File: src/rtl/sram_ctl_pkg.sv
package sram_ctl_pkg;

    typedef enum logic [2:0] {
        ST_IDLE     = 3'd0,
        ST_RD_ACC   = 3'd1,
        ST_WR_SETUP = 3'd2,
        ST_WR_PULSE = 3'd3,
        ST_WR_HOLD  = 3'd4
    } ctl_state_e;

    typedef struct packed {
        logic ce_n;
        logic oe_n;
        logic we_n;
        logic drive;
    } pin_ctl_t;

    // Round a time window up to whole clock cycles, never below one.
    function automatic int unsigned ps_to_cycles(input int unsigned t_ps,
                                                 input int unsigned clk_ps);
        int unsigned c;
        c = (t_ps + clk_ps - 1) / clk_ps;
        return (c < 1) ? 1 : c;
    endfunction

    function automatic int unsigned max_u(input int unsigned a, input int unsigned b);
        return (a > b) ? a : b;
    endfunction

    // Pin levels that belong to each sequencer state.
    function automatic pin_ctl_t decode_pins(input ctl_state_e s);
        pin_ctl_t p;
        case (s)
            ST_RD_ACC:   p = '{ce_n: 1'b0, oe_n: 1'b0, we_n: 1'b1, drive: 1'b0};
            ST_WR_SETUP: p = '{ce_n: 1'b0, oe_n: 1'b1, we_n: 1'b1, drive: 1'b0};
            ST_WR_PULSE: p = '{ce_n: 1'b0, oe_n: 1'b1, we_n: 1'b0, drive: 1'b1};
            ST_WR_HOLD:  p = '{ce_n: 1'b0, oe_n: 1'b1, we_n: 1'b1, drive: 1'b1};
            default:     p = '{ce_n: 1'b1, oe_n: 1'b1, we_n: 1'b1, drive: 1'b0};
        endcase
        return p;
    endfunction

endpackage

File: src/rtl/sram_ctl_timer.sv
module sram_ctl_timer #(
    parameter int unsigned CNT_W = 4
) (
    input  logic             clk,
    input  logic             rst,
    input  logic             load,
    input  logic [CNT_W-1:0] load_val,
    output logic             done
);
    logic [CNT_W-1:0] cnt_q;

    always_ff @(posedge clk) begin
        if (rst) begin
            cnt_q <= '0;
        end else if (load) begin
            cnt_q <= load_val;
        end else if (cnt_q != '0) begin
            cnt_q <= cnt_q - 1'b1;
        end
    end

    assign done = (cnt_q == '0);
endmodule

File: src/rtl/sram_ctl_fsm.sv
module sram_ctl_fsm
    import sram_ctl_pkg::*;
#(
    parameter int unsigned READ_CYC  = 2,
    parameter int unsigned TURN_CYC  = 1,
    parameter int unsigned PULSE_CYC = 2,
    parameter int unsigned CNT_W     = 2
) (
    input  logic             clk,
    input  logic             rst,
    input  logic             accept,
    input  logic             is_write,
    input  logic             timer_done,
    output logic             timer_load,
    output logic [CNT_W-1:0] timer_val,
    output ctl_state_e       state_q,
    output ctl_state_e       state_d
);
    always_comb begin
        state_d    = state_q;
        timer_load = 1'b0;
        timer_val  = '0;
        case (state_q)
            ST_IDLE: begin
                if (accept) begin
                    timer_load = 1'b1;
                    if (is_write) begin
                        state_d   = ST_WR_SETUP;
                        timer_val = CNT_W'(TURN_CYC - 1);
                    end else begin
                        state_d   = ST_RD_ACC;
                        timer_val = CNT_W'(READ_CYC - 1);
                    end
                end
            end
            ST_RD_ACC: begin
                if (timer_done) state_d = ST_IDLE;
            end
            ST_WR_SETUP: begin
                if (timer_done) begin
                    state_d    = ST_WR_PULSE;
                    timer_load = 1'b1;
                    timer_val  = CNT_W'(PULSE_CYC - 1);
                end
            end
            ST_WR_PULSE: begin
                if (timer_done) state_d = ST_WR_HOLD;
            end
            ST_WR_HOLD: state_d = ST_IDLE;
            default:    state_d = ST_IDLE;
        endcase
    end

    always_ff @(posedge clk) begin
        if (rst) state_q <= ST_IDLE;
        else     state_q <= state_d;
    end
endmodule

File: src/rtl/sram_ctl_datapath.sv
module sram_ctl_datapath
    import sram_ctl_pkg::*;
#(
    parameter int unsigned ADDR_W = 19,
    parameter int unsigned DATA_W = 8
) (
    input  logic              clk,
    input  logic              rst,
    input  logic              accept,
    input  logic [ADDR_W-1:0] req_addr,
    input  logic [DATA_W-1:0] req_wdata,
    input  ctl_state_e        state_q,
    input  ctl_state_e        state_d,
    input  logic              timer_done,
    input  logic [DATA_W-1:0] mem_din,
    output pin_ctl_t          pins,
    output logic [ADDR_W-1:0] mem_addr,
    output logic [DATA_W-1:0] mem_dout,
    output logic              rsp_valid,
    output logic [DATA_W-1:0] rsp_rdata
);
    logic capture;

    // Last cycle of the read window: memory data is settled here.
    assign capture = (state_q == ST_RD_ACC) && timer_done;

    always_ff @(posedge clk) begin
        if (rst) begin
            pins      <= decode_pins(ST_IDLE);
            mem_addr  <= '0;
            mem_dout  <= '0;
            rsp_valid <= 1'b0;
            rsp_rdata <= '0;
        end else begin
            pins      <= decode_pins(state_d);
            rsp_valid <= capture;
            if (accept) begin
                mem_addr <= req_addr;
                mem_dout <= req_wdata;
            end
            if (capture) rsp_rdata <= mem_din;
        end
    end
endmodule

File: src/rtl/async_sram_ctl.sv
module async_sram_ctl
    import sram_ctl_pkg::*;
#(
    parameter int unsigned ADDR_W       = 19,
    parameter int unsigned DATA_W       = 8,
    parameter int unsigned CLK_PS       = 10000,
    parameter int unsigned RD_ACCESS_PS = 20000,
    parameter int unsigned WP_PS        = 12000,
    parameter int unsigned DW_PS        = 9000,
    parameter int unsigned TURN_PS      = 5000
) (
    input  logic              clk,
    input  logic              rst,
    input  logic              req_valid,
    input  logic              req_write,
    input  logic [ADDR_W-1:0] req_addr,
    input  logic [DATA_W-1:0] req_wdata,
    output logic              req_ready,
    output logic              rsp_valid,
    output logic [DATA_W-1:0] rsp_rdata,
    output logic [ADDR_W-1:0] mem_addr,
    output logic              mem_ce_n,
    output logic              mem_oe_n,
    output logic              mem_we_n,
    output logic [DATA_W-1:0] mem_dout,
    output logic              mem_dout_en,
    input  logic [DATA_W-1:0] mem_din
);
    localparam int unsigned READ_CYC  = ps_to_cycles(RD_ACCESS_PS, CLK_PS);
    localparam int unsigned WP_CYC    = ps_to_cycles(WP_PS, CLK_PS);
    localparam int unsigned DW_CYC    = ps_to_cycles(DW_PS, CLK_PS);
    localparam int unsigned TURN_CYC  = ps_to_cycles(TURN_PS, CLK_PS);
    localparam int unsigned PULSE_CYC = max_u(WP_CYC, DW_CYC);
    localparam int unsigned MAX_CYC   = max_u(max_u(READ_CYC, TURN_CYC), PULSE_CYC);
    localparam int unsigned CNT_W     = (MAX_CYC < 2) ? 1 : $clog2(MAX_CYC);

    ctl_state_e       state_q, state_d;
    logic             accept, timer_load, timer_done;
    logic [CNT_W-1:0] timer_val;
    pin_ctl_t         pins;

    assign req_ready = (state_q == ST_IDLE);
    assign accept    = req_valid && req_ready;

    sram_ctl_fsm #(
        .READ_CYC (READ_CYC),
        .TURN_CYC (TURN_CYC),
        .PULSE_CYC(PULSE_CYC),
        .CNT_W    (CNT_W)
    ) u_fsm (
        .clk       (clk),
        .rst       (rst),
        .accept    (accept),
        .is_write  (req_write),
        .timer_done(timer_done),
        .timer_load(timer_load),
        .timer_val (timer_val),
        .state_q   (state_q),
        .state_d   (state_d)
    );

    sram_ctl_timer #(.CNT_W(CNT_W)) u_timer (
        .clk     (clk),
        .rst     (rst),
        .load    (timer_load),
        .load_val(timer_val),
        .done    (timer_done)
    );

    sram_ctl_datapath #(.ADDR_W(ADDR_W), .DATA_W(DATA_W)) u_dp (
        .clk       (clk),
        .rst       (rst),
        .accept    (accept),
        .req_addr  (req_addr),
        .req_wdata (req_wdata),
        .state_q   (state_q),
        .state_d   (state_d),
        .timer_done(timer_done),
        .mem_din   (mem_din),
        .pins      (pins),
        .mem_addr  (mem_addr),
        .mem_dout  (mem_dout),
        .rsp_valid (rsp_valid),
        .rsp_rdata (rsp_rdata)
    );

    assign mem_ce_n    = pins.ce_n;
    assign mem_oe_n    = pins.oe_n;
    assign mem_we_n    = pins.we_n;
    assign mem_dout_en = pins.drive;
endmodule

File: config.mk
export PLATFORM = sky130hd
export DESIGN_NAME = async_sram_ctl
export DESIGN_NICKNAME = d
export VERILOG_FILES = /design/src/rtl/sram_ctl_pkg.sv /design/src/rtl/sram_ctl_timer.sv /design/src/rtl/sram_ctl_fsm.sv /design/src/rtl/sram_ctl_datapath.sv /design/src/rtl/async_sram_ctl.sv
export SDC_FILE = /design/constraint.sdc
export NUM_CORES = 1
export LEC_CHECK = 0
export CAP_MARGIN = 0
export CORE_ASPECT_RATIO = 1.2
export CORE_MARGIN = 2
export CORE_UTILIZATION = 56
export CTS_CLUSTER_DIAMETER = 60
export DETAILED_ROUTE_END_ITERATION = 8
export DONT_BUFFER_PORTS = 1
export PLACE_DENSITY = 0.8
export SLEW_MARGIN = 20
export SYNTH_ARGS = -nofsm -noshare
export SYNTH_HDL_FRONTEND = slang
export SYNTH_SLANG_ARGS = --single-unit
export TNS_END_PERCENT = 100
File: constraint.sdc
create_clock -name clk -period 3.9 [get_ports clk]
set_input_delay 0.195 -clock clk [delete_from_list [all_inputs] [get_ports clk]]
set_output_delay 0.195 -clock clk [all_outputs]
set_load 0.02 [all_outputs]
== Yosys cells after proc, flatten, opt, wreduce, memory -nomap -nowiden ==
Index checks and enable logic that the tools add are counted.
Cells by class
  add/sub/neg operators: 1
  equal/unequal tests: 7
  muxes and demuxes: 15
  bitwise logic cells: 1
  reductions and logical operators: 3
Operator list (count)
  4-bit one-hot mux with 4 select lines: 1
  3-bit by 2-bit equality test with 1-bit output (second input constant): 4
  3-bit two-way mux: 4
  3-bit one-hot mux with 4 select lines: 1
  3-bit by 1-bit equality test with 1-bit output (second input constant): 2
  1-bit two-way mux: 6
  1-bit one-hot mux with 2 select lines: 2
  3-bit equality test (second input constant): 1
  3-bit zero test: 1
  1-bit logical AND: 2
  2-bit two-way mux: 1
  1-bit inverter: 1
  1-bit subtractor (second input constant): 1
Storage, ports and cells
  register bits: 44
  bits of input ports: 39
  output and inout bits: 41

== Longest topological paths before layout ==
  depth in word-level cells: 6
  gate-level depth with buffers: 6
  depth with buffers taken out: 3

== Cells and area by module ==
A second synthesis with hierarchy kept.
Unflattened totals
  cell total of the unflattened synthesis: 162
  area, all modules: 1720.4 um^2
Modules (own cells, without submodules)
  sram_ctl_datapath: times used 1, cells an instance 137, area an instance 1483.9 um^2
  sram_ctl_fsm: times used 1, cells an instance 20, area an instance 183.9 um^2
  sram_ctl_timer: times used 1, cells an instance 3, area an instance 32.5 um^2
  async_sram_ctl: times used 1, cells an instance 2, area an instance 20.0 um^2

== Least setup slack after synthesis ==
No wires, ideal clock.
  kind: register -> register
  start: register u_fsm.state_q[2]
  end: register u_dp.mem_addr[0]
  library setup time: 132 ps
  data arrival time: 1317 ps
  data required time: 3768 ps
  path slack: 2451 ps
  stages on the path, launching flop included: 7
  path buffers: 3
  period minus slack after synthesis: 1449 ps
  cell sequence: dfxtp_1 buf_6 or4b_4 buf_6 buf_8 nand2_1 a21oi_1
Between the ends
  word-level cells in the longest chain between the ends: 2
Ends and longest elaborated chain
  start: declaration: line sram_ctl_fsm.sv:16  | output ctl_state_e state_q,
  start signal: assignment: line sram_ctl_fsm.sv:56  | else state_q <= state_d;
  3-bit zero test: line async_sram_ctl.sv:42  | assign req_ready = (state_q == ST_IDLE);
  1-bit logical AND: line async_sram_ctl.sv:43  | assign accept = req_valid && req_ready;
  end signal: assignment: line sram_ctl_datapath.sv:38  | mem_addr <= req_addr;
  end: declaration: line sram_ctl_datapath.sv:17  | output logic [ADDR_W-1:0] mem_addr,
No other way between the ends.
A chain may end at the register's enable or synchronous reset.

== Final worst setup path ==
  start: register u_fsm.state_q[0]
  end: register u_dp.rsp_rdata[2]
Between the ends
  word-level cells in the longest chain between the ends: 2
Ends and longest elaborated chain
  3-bit by 1-bit equality test with 1-bit output: line sram_ctl_datapath.sv:25  | assign capture = (state_q == ST_RD_ACC) && timer_done;
  1-bit logical AND: line sram_ctl_datapath.sv:25
  end signal: assignment: line sram_ctl_datapath.sv:41  | if (capture) rsp_rdata <= mem_din;
  end: declaration: line sram_ctl_datapath.sv:20  | output logic [DATA_W-1:0] rsp_rdata
No other way between the ends.

==> metrics <==
worst r2r src=u_fsm.state_q[0]; Leak=roughly 0.76 nW; fmax=about 470 MHz; P&R area growth vs syn=23.7%; Worst-Margin Slew=between 0.6 and 0.7 ns; initial antenna violation count=0; gp weighted congestion=about 0.67; ANT cells=0; M1 WL=~1.4 mm; CTS HTree Levels=2; top post-synthesis cells by area=dfxtp_1 54%, nand2_1 17%, a21oi_1 11%; initial core utilization=58.5%; Vias=between 1,000 and 1,500; vias in the first global route=between 1,000 and 1,500; fillers=200; syn_nets=230; CP max FO=14; Clock Path Buffers=2; CP max stage delay=0.65 ns; FF+latch count, synth=44; Yosys top cell area share=a little over half; Worst-path clk slew=0.12 ns; met2 WL=roughly 2.3 mm; CTS tree=done; CTS Sinks=between 40 and 50; commonest cells after routing, fill and taps aside=73 x nand2_1, 44 x dfxtp_1, 37 x a21oi_1; pwr dens=approximately 460 nW/µm²; final wirelength=4.07 mm; RSZ-0062 raised after global routing=false; max_cap viols=0; root buf cell=clkbuf_4; most common cell after layout, fill and taps aside=nand2_1; global-route wire length before repair=around 6.1 mm; largest net degree at the start of global routing=between 40 and 50; Post-DP HPWL=between 2 and 2.5 mm; DRC=0; Final nets=260; Die Y=approximately 63 µm; top sig layer=met4; Peak VDD IR=between 0.3 and 0.4 mV; crit path DAT=2.38 ns; Syn Inst Count=around 190; Final Max Slew Viols=0; Synth Cell Area=1630 µm²; Hold Crit Class=primary input to register; Critical Path RT=4.14 ns; CP Launch Point=u_fsm.state_q[0]; share of cells above drive strength 1=roughly 6.3%; non-filler cells, final=256; row count=21; worst skew pair latency=0.34 ns; Vias/cell=between 5 and 6; crit path time final=2.14 ns; # setup viols final=0; DRT antenna net count=0; status=complete, no violations; Finished Cell Area=roughly 2000 µm²; Initial DRT Pass Iterations=5; crit end category=register; Overflow after GRT=0; crit-path cells=or4b_1 > nand2_1 > a21oi_1 > dlygate4sd3_1; Buffers on Ports=0; Synth area leader=dfxtp_1; slowest CP cell=or4b_1; Core ar.=between 2000 and 3000 µm²; sequential-to-total area share from yosys stat=between 50% and 60%; CP Buf/Inv Count=1; CP top delay family=simple AND/OR/NAND/NOR gates; placed cell area=around 1600 µm²; Syn. warnings=0; syn avg cell area=about 8.5 µm²; dpl cells=211; worst hold slack=0.0744 ns; final hold vios=0; # IOs=80; die area=approximately 3400 µm²; DR WL met3=between 200 and 300 µm; die extent in x=between 50 and 60 µm; Slew Limit Headroom=56.4%; Iteration-0 DRC Markers=22; GRT Overall Usage=about a quarter; final setup TNS=0 ns; period utilisation layout=54.8%; post_cts resized=0; WL/cell=about 16 µm; Synth cell types=24; final core utilization=72.3%; hold wc startpoint=req_valid; clk_skew=around 0.0084 ns; kind of critical path=register to register; Worst setup SP type=register; Inserted Clock Buffers=5
## final timing paths
check / to / slack [ns] / depth (start not counted)
setup / recovery: u_dp.rsp_rdata[2] / 1.76 / 4
hold / removal: u_dp.pins[3] / 0.07 / 2
setup reg to reg: u_dp.rsp_rdata[2] / 1.76 / 4
hold reg to reg: u_dp.mem_dout[4] / 0.57 / 2
## flip-flops by register name, indices dropped and copies added (netlist names)
name and flops:
u_dp.pins 4, u_dp.mem_dout 8, u_timer.cnt_q 1, u_fsm.state_q 3
u_dp.rsp_valid 1, u_dp.mem_addr 19, u_dp.rsp_rdata 8
## what timing repair did
item,in CTS,in global routing
buffers inserted,0,0
hold buffers,36,0
endpoints found under the hold margin,40,0
## synthesized netlist by cell type
cell	number
nand2b_1	2
or4_1	1
buf_8	2
o311a_1	1
buf_6	2
buf_4	2
nor3_1	1
or4b_4	1
nand3b_1	1
inv_1	1
nor3b_1	2
nor4_1	1
nor2_1	4
o21ai_0	1
nor2b_1	2
mux2_2	1
a21oi_1	37
dfxtp_1	44
or4b_1	1
clkbuf_1	6
a31oi_1	1
nor4b_4	2
buf_2	2
nand2_1	73
## cell type report
class / count / area (µm²) / share of cell area [%]
repair buffers: 37 / 382 / 18.9
clock inverters: 2 / 10.0 / 0.497
clock buffers: 6 / 51.3 / 2.55
multi-input cells: 132 / 644 / 32.0
inverters: 1 / 3.75 / 0.186
flip-flops and latches: 44 / 881 / 43.7
well taps: 34 / 42.5 / 2.11
## power by group
part,internal (mW),switching [mW]
Sequential,0.487,0.0756
Clock,0.0860,0.135
Combinational,0.0659,0.0724
Total,0.639,0.283
## per-layer routing
metal  track usage (%)  up-vias
met5                 0        -
met4              9.94        0
met3              7.35       10
met2              46.9       61
met1              22.2      667
li1                  -      681
## worst register-to-register path, cell delays in order, from the launching register on
cell and delay [ns]:
dfxtp_1 0.62, or4b_1 0.65, nand2_1 0.15, a21oi_1 0.07
dlygate4sd3_1 0.55
## logic make-up (layout without fill, tap and decap cells)
kind of cell	Yosys count	count (layout)	share of synthesized area [%]
buffers and inverters	15	46	6.37
AOI/OAI and AO/OA	40	40	12.7
DFF	44	44	54.1
and+or+nand+nor	91	91	26.2
muxes	1	1	0.691
## stage by stage
stage          worst slack, ns  total power, mW
2_1_floorplan             2.45            0.666
3_3_place_gp              2.09            0.659
3_5_place_dp              1.96            0.668
4_1_cts                   1.80            0.921
5_1_grt                   1.62            0.965
6_report                  1.76            0.922
Power figures use the tool's default switching activity.
